## src/rtl/wdog_pkg.sv

```systemverilog
package wdog_pkg;
    localparam int          KEY_W    = 16;
    localparam logic [15:0] KEY_ARM  = 16'h556C;
    localparam logic [15:0] KEY_FIRE = 16'hAA39;

    typedef enum logic {
        KS_WAIT_ARM  = 1'b0,
        KS_WAIT_FIRE = 1'b1
    } key_state_e;
endpackage

```

## src/rtl/wdog_cfg_reg.sv

```systemverilog
module wdog_cfg_reg #(
    parameter int          CNT_W       = 16,
    parameter logic [15:0] RELOAD_INIT = 16'hFFFF
) (
    input  logic             clk,
    input  logic             rst_n,
    input  logic             wr,
    input  logic             wr_enable,
    input  logic             wr_nmi_sel,
    input  logic             wr_prescale,
    input  logic [CNT_W-1:0] wr_reload,
    output logic             enable,
    output logic             nmi_sel,
    output logic             prescale,
    output logic [CNT_W-1:0] reload,
    output logic             locked
);
    // Only the first write after reset lands; the lock bit then blocks the rest.
    always_ff @(posedge clk or negedge rst_n) begin
        if (!rst_n) begin
            enable   <= 1'b1;
            nmi_sel  <= 1'b0;
            prescale <= 1'b0;
            reload   <= CNT_W'(RELOAD_INIT);
            locked   <= 1'b0;
        end else if (wr && !locked) begin
            enable   <= wr_enable;
            nmi_sel  <= wr_nmi_sel;
            prescale <= wr_prescale;
            reload   <= wr_reload;
            locked   <= 1'b1;
        end
    end
endmodule

```

## src/rtl/wdog_key_fsm.sv

```systemverilog
module wdog_key_fsm
    import wdog_pkg::*;
(
    input  logic             clk,
    input  logic             rst_n,
    input  logic             wr,
    input  logic [KEY_W-1:0] data,
    output logic             done
);
    key_state_e state_q, state_d;

    always_ff @(posedge clk or negedge rst_n) begin
        if (!rst_n) state_q <= KS_WAIT_ARM;
        else        state_q <= state_d;
    end

    always_comb begin
        state_d = state_q;
        done    = 1'b0;
        if (wr) begin
            unique case (state_q)
                KS_WAIT_ARM: begin
                    if (data == KEY_ARM) state_d = KS_WAIT_FIRE;
                end
                KS_WAIT_FIRE: begin
                    // Any second word ends the attempt; only the firing word services.
                    state_d = KS_WAIT_ARM;
                    done    = (data == KEY_FIRE);
                end
                default: state_d = KS_WAIT_ARM;
            endcase
        end
    end
endmodule

```

## src/rtl/wdog_prescaler.sv

```systemverilog
module wdog_prescaler #(
    parameter int PRE_W = 11
) (
    input  logic clk,
    input  logic rst_n,
    input  logic run,
    input  logic clear,
    output logic tick
);
    logic [PRE_W-1:0] phase_q;

    assign tick = &phase_q;

    always_ff @(posedge clk or negedge rst_n) begin
        if (!rst_n)     phase_q <= '0;
        else if (clear) phase_q <= '0;
        else if (run)   phase_q <= phase_q + 1'b1;
    end
endmodule

```

## src/rtl/wdog_down_counter.sv

```systemverilog
module wdog_down_counter #(
    parameter int          CNT_W       = 16,
    parameter logic [15:0] RELOAD_INIT = 16'hFFFF
) (
    input  logic             clk,
    input  logic             rst_n,
    input  logic             enable,
    input  logic             tick,
    input  logic             service,
    input  logic             nmi_sel,
    input  logic [CNT_W-1:0] reload,
    output logic [CNT_W-1:0] count,
    output logic             rst_req,
    output logic             nmi_req
);
    logic at_zero;
    logic expire;

    assign at_zero = (count == '0);
    // A service landing on the zero tick wins, so no expiry is raised.
    assign expire  = enable && tick && at_zero && !service;

    always_ff @(posedge clk or negedge rst_n) begin
        if (!rst_n) begin
            count <= CNT_W'(RELOAD_INIT);
        end else if (service) begin
            count <= reload;
        end else if (enable && tick) begin
            count <= at_zero ? reload : count - 1'b1;
        end
    end

    always_ff @(posedge clk or negedge rst_n) begin
        if (!rst_n) begin
            rst_req <= 1'b0;
            nmi_req <= 1'b0;
        end else begin
            rst_req <= expire && !nmi_sel;
            nmi_req <= expire &&  nmi_sel;
        end
    end
endmodule

```

## src/rtl/keyed_watchdog.sv

```systemverilog
module keyed_watchdog #(
    parameter int          CNT_W       = 16,
    parameter int          PRE_W       = 11,
    parameter logic [15:0] RELOAD_INIT = 16'hFFFF
) (
    input  logic             clk,
    input  logic             rst_n,
    input  logic             cfg_wr,
    input  logic             cfg_enable,
    input  logic             cfg_nmi_sel,
    input  logic             cfg_prescale,
    input  logic [CNT_W-1:0] cfg_reload,
    input  logic             svc_wr,
    input  logic [15:0]      svc_data,
    output logic [CNT_W-1:0] count_value,
    output logic             rst_req,
    output logic             nmi_req
);
    logic             en_q, nmi_q, pre_q, locked_q;
    logic [CNT_W-1:0] reload_q;
    logic             svc_done;
    logic             pre_tick;
    logic             cnt_tick;

    wdog_cfg_reg #(.CNT_W(CNT_W), .RELOAD_INIT(RELOAD_INIT)) u_cfg (
        .clk         (clk),
        .rst_n       (rst_n),
        .wr          (cfg_wr),
        .wr_enable   (cfg_enable),
        .wr_nmi_sel  (cfg_nmi_sel),
        .wr_prescale (cfg_prescale),
        .wr_reload   (cfg_reload),
        .enable      (en_q),
        .nmi_sel     (nmi_q),
        .prescale    (pre_q),
        .reload      (reload_q),
        .locked      (locked_q)
    );

    wdog_key_fsm u_key (
        .clk   (clk),
        .rst_n (rst_n),
        .wr    (svc_wr),
        .data  (svc_data),
        .done  (svc_done)
    );

    wdog_prescaler #(.PRE_W(PRE_W)) u_pre (
        .clk   (clk),
        .rst_n (rst_n),
        .run   (en_q && pre_q),
        .clear (svc_done),
        .tick  (pre_tick)
    );

    assign cnt_tick = pre_q ? pre_tick : 1'b1;

    wdog_down_counter #(.CNT_W(CNT_W), .RELOAD_INIT(RELOAD_INIT)) u_cnt (
        .clk     (clk),
        .rst_n   (rst_n),
        .enable  (en_q),
        .tick    (cnt_tick),
        .service (svc_done),
        .nmi_sel (nmi_q),
        .reload  (reload_q),
        .count   (count_value),
        .rst_req (rst_req),
        .nmi_req (nmi_req)
    );
endmodule

```

## config.mk

```make
export PLATFORM = sky130hd
export DESIGN_NAME = keyed_watchdog
export DESIGN_NICKNAME = d
export VERILOG_FILES = /design/src/rtl/wdog_pkg.sv /design/src/rtl/wdog_cfg_reg.sv /design/src/rtl/wdog_key_fsm.sv /design/src/rtl/wdog_prescaler.sv /design/src/rtl/wdog_down_counter.sv /design/src/rtl/keyed_watchdog.sv
export SDC_FILE = /design/constraint.sdc
export NUM_CORES = 1
export LEC_CHECK = 0
export BUFFER_PORTS_ARGS = -buffer_cell sky130_fd_sc_hd__buf_2
export CAP_MARGIN = 30
export CORE_MARGIN = 4
export CORE_UTILIZATION = 35
export DETAILED_ROUTE_END_ITERATION = 6
export GPL_ROUTABILITY_DRIVEN = 0
export PLACE_DENSITY = 0.57
export REMOVE_ABC_BUFFERS = 1
export SYNTH_ARGS = -nofsm -noshare
export SYNTH_HDL_FRONTEND = slang
export SYNTH_SLANG_ARGS = --single-unit
```

## constraint.sdc

```tcl
create_clock -name clk -period 2.05 [get_ports clk]
set_clock_uncertainty 0.15 [all_clocks]
set_input_delay 0.5125 -clock clk [delete_from_list [all_inputs] [get_ports clk]]
set_output_delay 0.5125 -clock clk [all_outputs]
set_load 0.005 [all_outputs]
```

==> reports/summary.txt, run 1 <==
FLOORPLANNING
-----------------------------------------------------------------------------------------------------
Chip Height                                                                                   94.2 um
Initial cell density of the core                                                                35.9%
Top-Level Pins                                                                                     57
Overall die area                                                                             8880 um2
Number of placement rows                                                                           31
Floorplan Core Area                                                                          7250 um2
Die span in x                                                                                 94.2 um

ROUTING
-----------------------------------------------------------------------------------------------------
Violation count after the first detailed-route iteration                                           95
Avg WL per Cell                                                                               14.9 um
DRC errors left                                                                                     0
Router iterations before antenna repair                                                             4
Detailed-route vias per instance                                                                 5.07
Total detailed-routing wirelength                                                             6.88 mm
Total number of vias                                                                             2348
Remaining antenna violation count                                                                   0

GRT
-----------------------------------------------------------------------------------------------------
Antenna violations before repair                                                                    0
Met3 track demand over resource in global routing                                               3.45%
Met1 Resource Use GR                                                                            20.7%
Most Crowded Layer GR                                                                            met2
Vias in the first global route                                                                   2428
Sum of overflow across all layers after global routing                                              0
Met2 usage in global routing                                                                    27.5%
Global-route wire length before repair                                                        11.2 mm
All-Layer GR Usage                                                                              16.0%
Maximum number of pins on one net before global-route repair                                       51

FINAL LAYOUT
-----------------------------------------------------------------------------------------------------
Fill cell count                                                                                   686
Finished Core Util                                                                              51.3%
Layout cells sized above 1                                                                      58.2%
Net count, final                                                                                  405
Number of inserted diodes                                                                           0
Registers with the highest flip-flop counts                                              u_cfg.reload: 16 flops, u_cnt.count: 16 flops, u_pre.phase_q: 11 flops
Total area of multi-input combinational cells                                                1410 um2
Area overhead of the layout relative to synthesis                                               43.0%
Area used by sequential logic in the layout                                                  1290 um2
Filler-free cell count of the finished design                                                     463

WORST SETUP PATH
-----------------------------------------------------------------------------------------------------
CP endpoint kind                                                                            flip-flop
CP cell instances                                                                        nand4_1 > o32ai_4 > nand3_2 > or4_1 > a32oi_1 > nand2_1
Delay of the slowest critical-path stage                                                      0.54 ns
Startpoint Class                                                                            flip-flop
Kind of cell with the highest combined delay on the critical path                        simple AND/OR/NAND/NOR gates
Crit path max fanout                                                                                3
Critical-path cell with the highest stage delay                                          sky130_fd_sc_hd__dfstp_2
Crit path required time                                                                       2.12 ns
Worst Path Arrival                                                                            2.17 ns
Crit Path Class                                                                          flip-flop to flip-flop
Sum of buffers and inverters on the critical path                                                   0

STA
-----------------------------------------------------------------------------------------------------
Count of final setup violators                                                                      3
Worst-Margin Slew                                                                            0.359 ns
Worst setup slack after layout                                                             -0.0541 ns
Max-slew violation count                                                                            0
Maximum achievable frequency                                                                  475 MHz
Portion of the clock cycle consumed by the worst path in the final layout                        103%
Hold WS                                                                                     0.0325 ns
Unrepaired setup endpoints after global routing                                                   yes
Count of final hold-check violations                                                                0
Summed negative setup slack over all endpoints                                              -0.116 ns
Tightest slew margin relative to the limit                                                      75.9%
Period minus WS final                                                                         2.10 ns

POWER
-----------------------------------------------------------------------------------------------------
Total internal power                                                                          2.24 mW
Total net switching power                                                                     1.12 mW
Switching Share                                                                                 33.4%
Clk network pwr share                                                                           17.3%
Power Density                                                                              904 nW/um2
Total power                                                                                   3.36 mW
Max rail drop VDD                                                                            0.384 mV
Combinational share of power                                                                    38.7%
Sequential Power Share                                                                          44.0%
Leakage power                                                                                 1.56 nW

YOSYS
-----------------------------------------------------------------------------------------------------
XOR/XNOR Fraction of Synth Area                                                                 3.03%
Synthesized netlist cell count                                                                    245
Largest family of logic cells by synthesized area                                        simple AND/OR/NAND/NOR gates
Post-synthesis share of cell area spent on full adders, half adders and majority gates          1.44%
Top cells by instance count after synthesis                                              sky130_fd_sc_hd__dfstp_2 (33), sky130_fd_sc_hd__nor2_1 (23), sky130_fd_sc_hd__mux2_2 (18)
Mapped cell area                                                                             2600 um2
FF+latch count, synth                                                                              50
Leading cell types by total area after synthesis                                         sky130_fd_sc_hd__dfstp_2 (33%), sky130_fd_sc_hd__dfrtp_1 (16%), sky130_fd_sc_hd__mux2_2 (7.8%)
Cell type with the largest total area after synthesis                                    sky130_fd_sc_hd__dfstp_2
Compound-cell area share of the yosys netlist                                                   14.0%
Async S/R FF share, synth                                                                        100%
Simple-gate portion of the synthesized area                                                     21.2%
Ys Warns                                                                                            0
Area share of the largest cell type after synthesis                                             33.3%
Flip-flop cell with the highest count after synthesis                                    sky130_fd_sc_hd__dfstp_2
Most frequent cell after synthesis                                                       sky130_fd_sc_hd__dfstp_2
Sequential share of the synthesized area                                                        49.7%
Average cell area after synthesis                                                            10.6 um2
Mux cell area share after synthesis                                                             8.18%
Number of distinct standard cells referenced by the synthesized netlist                            60
Count of flip-flops with a built-in enable after synthesis                                          0

CLOCKING
-----------------------------------------------------------------------------------------------------
TritonCTS clock tree                                                                            built
Inserted Clock Buffers                                                                              5
Count of clock tree sinks                                                                          50
Count of hold buffers inserted by post-cts repair                                                   0
Clk_lat worst skew                                                                            0.30 ns
Clock-pin slew of the registers on the worst-case setup and hold paths                        0.09 ns
Htree depth                                                                                         2
Buffer levels on the longest clock path                                                             2
Library cell used as clock root buffer                                                   sky130_fd_sc_hd__clkbuf_8

PLACED DESIGN
-----------------------------------------------------------------------------------------------------
Placed Cells incl. Taps                                                                           447
Port-buffer cells                                                                                  56
Detailed placer's ending HPWL                                                                 5.10 mm

FLOW RUN
-----------------------------------------------------------------------------------------------------
Count of maximum capacitance violations                                                             0

STATUS
-----------------------------------------------------------------------------------------------------
Failing checks                                                                           negative setup slack
Outcome                                                                                  complete, but fails checks

HOLD PATH
-----------------------------------------------------------------------------------------------------
Hold crit path type                                                                      primary input to asynchronous set/reset pin

## cell families (layout without fill, tap and decap cells)
logic type	Yosys count	in the layout
simple gates	97	97
compound gates	53	53
flops	50	50
mux	19	19
buf+inv	14	133
xor+xnor	9	9
fa+ha+maj	3	3
## per-stage QoR
step	setup slack [ns]	instance area [um2]
floorplan	-0.909	2560
global route	-0.126	3720
finish	-0.0541	3720
detailed placement	-0.279	3410
global placement	-0.192	3410
CTS	-0.0218	3560
## routing by layer
layer,vias to the layer above,part of all wire [%]
li1,1144,-
met1,1149,44
met2,48,51
met3,7,4.2
met4,0,0.74
met5,-,0
## power by group through the flow
stage	Combinational [mW]	Sequential, mW	Clock, mW
detailed placement	1.17	1.48	0
global placement	1.15	1.47	0
finish	1.30	1.48	0.582
global route	1.45	1.52	0.644
floorplan	0.518	1.53	0
CTS	1.21	1.47	0.607
## timing repair
item / CTS / global route
resized for setup: 8 / 33
pin swaps: 4 / 19
setup endpoints to repair: 16 / 16
buffers inserted: 4 / 4
## layout by cell type (no fill, tap or decap), types with 3 or more instances in the layout
master	count
sky130_fd_sc_hd__clkbuf_8	6
sky130_fd_sc_hd__nand2_1	14
sky130_fd_sc_hd__o21ai_0	8
sky130_fd_sc_hd__nand4_1	4
sky130_fd_sc_hd__buf_2	57
sky130_fd_sc_hd__mux2_2	18
sky130_fd_sc_hd__a21oi_1	10
sky130_fd_sc_hd__dfrtp_1	17
sky130_fd_sc_hd__inv_1	4
sky130_fd_sc_hd__o32ai_1	3
sky130_fd_sc_hd__nand3_1	11
sky130_fd_sc_hd__dfstp_2	33
sky130_fd_sc_hd__o21ai_1	6
sky130_fd_sc_hd__nor3_1	8
sky130_fd_sc_hd__nor2_4	3
sky130_fd_sc_hd__xor2_1	6
sky130_fd_sc_hd__nand2_2	3
sky130_fd_sc_hd__xnor2_1	3
sky130_fd_sc_hd__nor2_1	21
sky130_fd_sc_hd__buf_4	58
## cell type report
class	instances	area share [%]
Tap cell	99	3.33
Sequential cell	50	34.7
Multi-Input combinational cell	181	37.8
Timing Repair Buffer	119	21.1
Inverter	6	0.605
Clock buffer	8	2.42
## worst paths after layout
| check | from | to | slack (ns) | cells after the start |
|---|---|---|---|---|
| worst max register to register | u_cfg.enable | u_cnt.count[13] | -0.05 | 6 |
| worst min register to register | u_cfg.nmi_sel | u_cnt.rst_req | 0.33 | 1 |
| max in group asynchronous | rst_n | u_cnt.count[12] | 1.41 | 2 |
| worst min-delay path | rst_n | u_pre.phase_q[6] | 0.03 | 2 |
| min in group clk | svc_wr | u_key.state_q | 0.25 | 2 |
| worst max-delay path | u_cfg.enable | u_cnt.count[13] | -0.05 | 6 |
No activity file was read; power rests on OpenSTA's default activity.
==> inputs of run 2 (changes only) <==
- PLACE_DENSITY: 0.57 -> not set
- PLACE_DENSITY_LB_ADDON: not set -> 0.15
- TNS_END_PERCENT: not set -> 20
==> reports/summary.txt, run 2 (synthesized netlist as in run 1, its figures left out) <==
WORST SETUP PATH
----------------------------------------------------------------------------------------
Delay of the slowest critical-path stage                                         0.54 ns   about the same
Worst Path Arrival                                                               2.13 ns   -0.04 ns
Kind of cell with the highest combined delay on the critical path           simple AND/OR/NAND/NOR gates
Critical-path cell with the highest stage delay                             sky130_fd_sc_hd__dfstp_2
Sum of buffers and inverters on the critical path                                      0   unchanged
Crit path max fanout                                                                   3   unchanged
Crit Path Class                                                             flip-flop to flip-flop
CP cell instances                                                           nand4_1 > o32ai_4 > nand3_2 > or4_1 > a32oi_1 > nand2_1
Crit path required time                                                          2.14 ns   +0.02 ns
CP endpoint kind                                                               flip-flop
Startpoint Class                                                               flip-flop

STA
----------------------------------------------------------------------------------------
Unrepaired setup endpoints after global routing                                      yes
Worst setup slack after layout                                                0.00650 ns   +0.0606 ns
Count of final hold-check violations                                                   0   unchanged
Maximum achievable frequency                                                     489 MHz   +3.0%
Period minus WS final                                                            2.04 ns   -0.0606 ns
Summed negative setup slack over all endpoints                                      0 ns   +0.116 ns
Portion of the clock cycle consumed by the worst path in the final layout          99.7%   -3.0 points
Tightest slew margin relative to the limit                                         72.3%   -3.6 points
Worst-Margin Slew                                                               0.415 ns   +0.0561 ns
Count of final setup violators                                                         0   -3
Max-slew violation count                                                               0   unchanged

ROUTING
----------------------------------------------------------------------------------------
Violation count after the first detailed-route iteration                              81   -15%
Router iterations before antenna repair                                                4   unchanged
DRC errors left                                                                        0   unchanged
Total number of vias                                                                2294   -2.3%
Remaining antenna violation count                                                      0   unchanged
Detailed-route vias per instance                                                    5.13   +1.2%
Avg WL per Cell                                                                  15.1 um   +1.5%
Total detailed-routing wirelength                                                6.74 mm   -2.0%

PLACED DESIGN
----------------------------------------------------------------------------------------
Cell area after placement                                                       3310 um2   -2.8%
Port-buffer cells                                                                     56   unchanged
Post-Place Setup Slack                                                         -0.231 ns   +0.0478 ns
Detailed placer's ending HPWL                                                    5.14 mm   +0.85%
Placed Cells incl. Taps                                                              436   -2.5%

CLOCKING
----------------------------------------------------------------------------------------
Clk_lat worst skew                                                               0.31 ns   about the same
Count of clock tree sinks                                                             50   unchanged
Clock-pin slew of the registers on the worst-case setup and hold paths           0.09 ns   about the same
Htree depth                                                                            2   unchanged
Buffer levels on the longest clock path                                                2   unchanged
Library cell used as clock root buffer                                      sky130_fd_sc_hd__clkbuf_8
Inserted Clock Buffers                                                                 5   unchanged
TritonCTS clock tree                                                               built

GRT
----------------------------------------------------------------------------------------
Antenna violations before repair                                                       0   unchanged
All-Layer GR Usage                                                                 15.8%   -0.17 points
Vias in the first global route                                                      2289   -5.7%
Maximum number of pins on one net before global-route repair                          23   -55%
Sum of overflow across all layers after global routing                                 0   unchanged
Global-route wire length before repair                                           11.0 mm   -2.0%

FINAL LAYOUT
----------------------------------------------------------------------------------------
Area overhead of the layout relative to synthesis                                  36.7%
Registers with the highest flip-flop counts                                 u_cfg.reload: 16 flops, u_cnt.count: 16 flops, u_pre.phase_q: 11 flops
Leading cell type in the layout, fill and taps excluded                     sky130_fd_sc_hd__buf_2
Final Instance Area                                                             3560 um2   -4.4%
Top library cells by usage in the layout, fill and taps aside               sky130_fd_sc_hd__buf_2 (56), sky130_fd_sc_hd__buf_4 (45), sky130_fd_sc_hd__dfstp_2 (33)
Fill cell count                                                                      702   +2.3%
Net count, final                                                                     389   -4.0%
Finished Core Util                                                                 49.0%   -2.2 points
Layout cells sized above 1                                                         55.5%   -2.8 points
Filler-free cell count of the finished design                                        447   -3.5%
Number of inserted diodes                                                              0   unchanged

FLOW RUN
----------------------------------------------------------------------------------------
Count of maximum capacitance violations                                                0   unchanged

HOLD PATH
----------------------------------------------------------------------------------------
Hold crit path type                                                         primary input to flip-flop

FLOORPLANNING
----------------------------------------------------------------------------------------
Overall die area                                                                8880 um2   unchanged
Top-Level Pins                                                                        57   unchanged
Die span in x                                                                    94.2 um   unchanged
Number of placement rows                                                              31   unchanged
Initial cell density of the core                                                   35.9%   unchanged
Floorplan Core Area                                                             7250 um2   unchanged
Chip Height                                                                      94.2 um   unchanged

POWER
----------------------------------------------------------------------------------------
Power Density                                                                 929 nW/um2   +2.7%
Max rail drop VDD                                                               0.430 mV   +12%
Leakage power                                                                    1.47 nW   -5.6%

STATUS
----------------------------------------------------------------------------------------
Outcome                                                                        completed

-- run 2: changes by cell type in the layout (fill, tap and decap cells not counted), sizes merged --
cell	before	now
clkbuf	8	7
inv	6	7
buf	119	102
dlygate4sd3	0	1
-- run 2: per-layer routing --
metal / part of all wire (%) / GRT usage [%]
met3: 3.9 / 3.77
met2: 48 / 26.3
met1: 47 / 20.6
met5: 0 / 0
met4: 1.1 / 3.85
-- run 2: final timing paths --
path | start | to | slack (ns) | cells past startpoint
max | u_cfg.enable | u_cnt.count[13] | 0.006 | 6
min | svc_wr | u_key.state_q | 0.25 | 2
max reg2reg | u_cfg.enable | u_cnt.count[13] | 0.006 | 6
min reg2reg | u_cfg.nmi_sel | u_cnt.rst_req | 0.31 | 1
max in group asynchronous | rst_n | u_cfg.reload[9] | 0.63 | 3
min in group asynchronous | rst_n | u_pre.phase_q[7] | 0.51 | 2
-- run 2: area by class of cell --
class / instances / area [um2] / share of cell area (%)
Multi-Input combinational cell: 181 / 1370 / 38.4
Sequential cell: 50 / 1290 / 36.3
Timing Repair Buffer: 103 / 648 / 18.2
Tap cell: 99 / 124 / 3.48
Clock buffer: 7 / 97.6 / 2.74
Inverter: 6 / 22.5 / 0.633
Clock inverter: 1 / 6.26 / 0.176
-- run 2: metrics by stage --
| step | power, mW | hold slack, ns |
|---|---|---|
| CTS | 3.24 | 0.239 |
| detailed placement | 2.56 | 0.300 |
| global placement | 2.53 | 0.295 |
| global route | 3.55 | 0.234 |
| floorplan | 2.05 | 0.0669 |
| finish | 3.30 | 0.247 |
-- run 2: repair_timing --
action                     in CTS  in global routing
gates resized for setup         8                 19
cloned                          0                  0
buffers inserted                0                  3
hold buffers                    1                  0
hold endpoints to repair       12                  0
pin swaps                       5                  9
setup endpoints to repair      17                 17
-- run 2: where the power goes --
part           leakage [nW]  switching (mW)  internal, mW
Sequential            0.540           0.217          1.29
Clock                0.0539           0.341         0.317
Combinational         0.875           0.553         0.580
==> inputs of run 3 (changes only) <==
- clock period: 2.05 -> 1.9 ns (I/O delays scaled with it)
==> reports/summary.txt, run 3 (synthesized netlist as in run 1, its figures left out) <==
PLACED DESIGN
----------------------------------------------------------------------------------------
Cell area after placement                                                       3490 um2   +5.2%
Placed Cells incl. Taps                                                              459   +5.3%
Post-Place Setup Slack                                                         -0.351 ns   -0.119 ns
Port-buffer cells                                                                     56   unchanged
Detailed placer's ending HPWL                                                    5.33 mm   +3.7%

STA
----------------------------------------------------------------------------------------
Max-slew violation count                                                               0   unchanged
Summed negative setup slack over all endpoints                                  -1.63 ns   -1.63 ns
Unrepaired setup endpoints after global routing                                      yes
Tightest slew margin relative to the limit                                         74.9%   +2.6 points
Maximum achievable frequency                                                     467 MHz   -4.5%
Portion of the clock cycle consumed by the worst path in the final layout           113%   +13 points
Period minus WS final                                                            2.14 ns   +0.0962 ns
Count of final hold-check violations                                                   0   unchanged
Worst setup slack after layout                                                 -0.240 ns   -0.246 ns
Count of final setup violators                                                        15   +15
Worst-Margin Slew                                                               0.375 ns   -0.0399 ns

FLOORPLANNING
----------------------------------------------------------------------------------------
Chip Height                                                                      94.2 um   unchanged
Number of placement rows                                                              31   unchanged
Die span in x                                                                    94.2 um   unchanged
Overall die area                                                                8880 um2   unchanged
Top-Level Pins                                                                        57   unchanged
Floorplan Core Area                                                             7250 um2   unchanged
Initial cell density of the core                                                   35.9%   unchanged

WORST SETUP PATH
----------------------------------------------------------------------------------------
Crit Path Class                                                             flip-flop to flip-flop
Crit path max fanout                                                                   4   +1
Crit path required time                                                          1.99 ns   -0.15 ns
Setup crit start                                                            u_cfg.enable
CP endpoint kind                                                               flip-flop
Start of the worst register-to-register path                                u_cfg.enable
Startpoint Class                                                               flip-flop
Worst Reg-to-Reg Cells                                                                 6   unchanged
Worst Path Arrival                                                               2.23 ns   +0.10 ns

FINAL LAYOUT
----------------------------------------------------------------------------------------
Number of inserted diodes                                                              0   unchanged
Registers with the highest flip-flop counts                                 u_cfg.reload: 16 flops, u_cnt.count: 16 flops, u_pre.phase_q: 11 flops
Filler-free cell count of the finished design                                        471   +5.4%
Area used by sequential logic in the layout                                     1290 um2   unchanged
Final Instance Area                                                             3730 um2   +5.0%
Leading cell type in the layout, fill and taps excluded                     sky130_fd_sc_hd__buf_4
Layout cells sized above 1                                                         57.8%   +2.3 points
Net count, final                                                                     413   +6.2%
Top library cells by usage in the layout, fill and taps aside               sky130_fd_sc_hd__buf_4 (67), sky130_fd_sc_hd__buf_2 (56), sky130_fd_sc_hd__dfstp_2 (33)
Area overhead of the layout relative to synthesis                                  43.6%
Finished Core Util                                                                 51.5%   +2.4 points
Total area of multi-input combinational cells                                   1360 um2   -0.73%
Fill cell count                                                                      713   +1.6%

POWER
----------------------------------------------------------------------------------------
Power Density                                                                1000 nW/um2   +8.1%
Combinational share of power                                                       39.4%   +5.1 points
Total internal power                                                             2.51 mW   +15%
Switching Share                                                                    33.0%   -0.62 points
Sequential Power Share                                                             41.6%   -4.2 points
Clk network pwr share                                                              19.0%   -0.9 points
Total net switching power                                                        1.24 mW   +11%
Max rail drop VDD                                                               0.412 mV   -4.3%
Leakage power                                                                    1.59 nW   +8.5%

GRT
----------------------------------------------------------------------------------------
Global-route wire length before repair                                           11.9 mm   +7.9%
Vias in the first global route                                                      2509   +9.6%
All-Layer GR Usage                                                                 17.0%   +1.2 points
Sum of overflow across all layers after global routing                                 0   unchanged
Antenna violations before repair                                                       0   unchanged
Maximum number of pins on one net before global-route repair                          51   +120%

ROUTING
----------------------------------------------------------------------------------------
Detailed-route vias per instance                                                    5.12   -0.30%
Violation count after the first detailed-route iteration                              65   -20%
DRC errors left                                                                        0   unchanged
Total detailed-routing wirelength                                                7.10 mm   +5.4%
Total number of vias                                                                2410   +5.1%
Router iterations before antenna repair                                                4   unchanged
Avg WL per Cell                                                                  15.1 um   about the same
Remaining antenna violation count                                                      0   unchanged

CLOCKING
----------------------------------------------------------------------------------------
Count of clock tree sinks                                                             50   unchanged
Inserted Clock Buffers                                                                 5   unchanged
Buffer levels on the longest clock path                                                2   unchanged
Clk_lat worst skew                                                               0.31 ns   about the same
Library cell used as clock root buffer                                      sky130_fd_sc_hd__clkbuf_8
TritonCTS clock tree                                                               built
Htree depth                                                                            2   unchanged
Clock-pin slew of the registers on the worst-case setup and hold paths           0.09 ns   about the same

HOLD PATH
----------------------------------------------------------------------------------------
Worst hold path depth                                                                  2   unchanged
Origin of the worst min-delay path                                                svc_wr
Hold crit path type                                                         primary input to flip-flop

FLOW RUN
----------------------------------------------------------------------------------------
Count of maximum capacitance violations                                                0   unchanged

STATUS
----------------------------------------------------------------------------------------
Failing checks                                                              negative setup slack
Outcome                                                                     complete, but fails checks

run 3: cell types whose count changed in the layout (fill, tap and decap cells not counted), moves of 2 or more:
cell and change:
sky130_fd_sc_hd__a21oi_1 -2, sky130_fd_sc_hd__a21oi_2 +2, sky130_fd_sc_hd__inv_2 -2, sky130_fd_sc_hd__ha_1 +2, sky130_fd_sc_hd__nor3_4 +2, sky130_fd_sc_hd__nor3_2 -2
sky130_fd_sc_hd__buf_6 +2, sky130_fd_sc_hd__buf_4 +22, sky130_fd_sc_hd__inv_1 +2, sky130_fd_sc_hd__clkinv_2 +2
run 3: worst max-delay path, stage by stage, from the launching register on:
cell and delay [ns]:
sky130_fd_sc_hd__dfstp_2 0.54, sky130_fd_sc_hd__nand4_1 0.12, sky130_fd_sc_hd__buf_4 0.16, sky130_fd_sc_hd__o32a_1 0.44, sky130_fd_sc_hd__o41ai_2 0.36, sky130_fd_sc_hd__o21ai_1 0.13, sky130_fd_sc_hd__o22a_1 0.18
run 3: repair_timing:
action	in CTS	in global routing
hold buffers	1	0
endpoints found under the setup margin	17	17
hold endpoints to repair	1	0
gates resized for setup	18	8
buffers inserted	2	1
pin swaps	11	4
run 3: routing by layer:
layer  up-vias  share of wire [%]  global-route usage [%]
met4         0                1.4                    3.61
met3        12                4.6                    3.61
li1       1168                  -                       -
met2        51                 51                    29.7
met5         -                  0                       0
met1      1179                 43                    21.4
run 3: layout make-up:
type / instances / share of cell area [%]
inverter: 6 / 0.603
clock inverter: 2 / 0.268
timing repair buffer: 127 / 22.4
tap: 99 / 3.32
sequential: 50 / 34.6
clock buffer: 6 / 2.51
multi-input combinational: 181 / 36.3
run 3: final timing paths:
| path | to | slack (ns) |
|---|---|---|
| min in group asynchronous | u_pre.phase_q[5] | 0.52 |
| hold reg to reg | u_cnt.rst_req | 0.34 |
| setup / recovery | u_cnt.count[12] | -0.24 |
| setup reg to reg | u_cnt.count[12] | -0.24 |
| max in group asynchronous | u_cfg.reload[4] | 0.77 |
| hold / removal | u_key.state_q | 0.20 |
run 3: power groups by stage:
stage,clock network (mW),logic (mW),registers (mW)
finish,0.712,1.48,1.56
global route,0.775,1.64,1.59
CTS,0.731,1.46,1.56
detailed placement,0,1.39,1.57
global placement,0,1.37,1.57
floorplan,0,0.559,1.65
run 3: per-stage QoR:
stage / power (mW) / hold WS (ns)
2_1_floorplan: 2.21 / 0.0294
3_3_place_gp: 2.94 / 0.306
3_5_place_dp: 2.97 / 0.308
4_1_cts: 3.75 / 0.199
5_1_grt: 4.01 / 0.196
6_report: 3.75 / 0.203
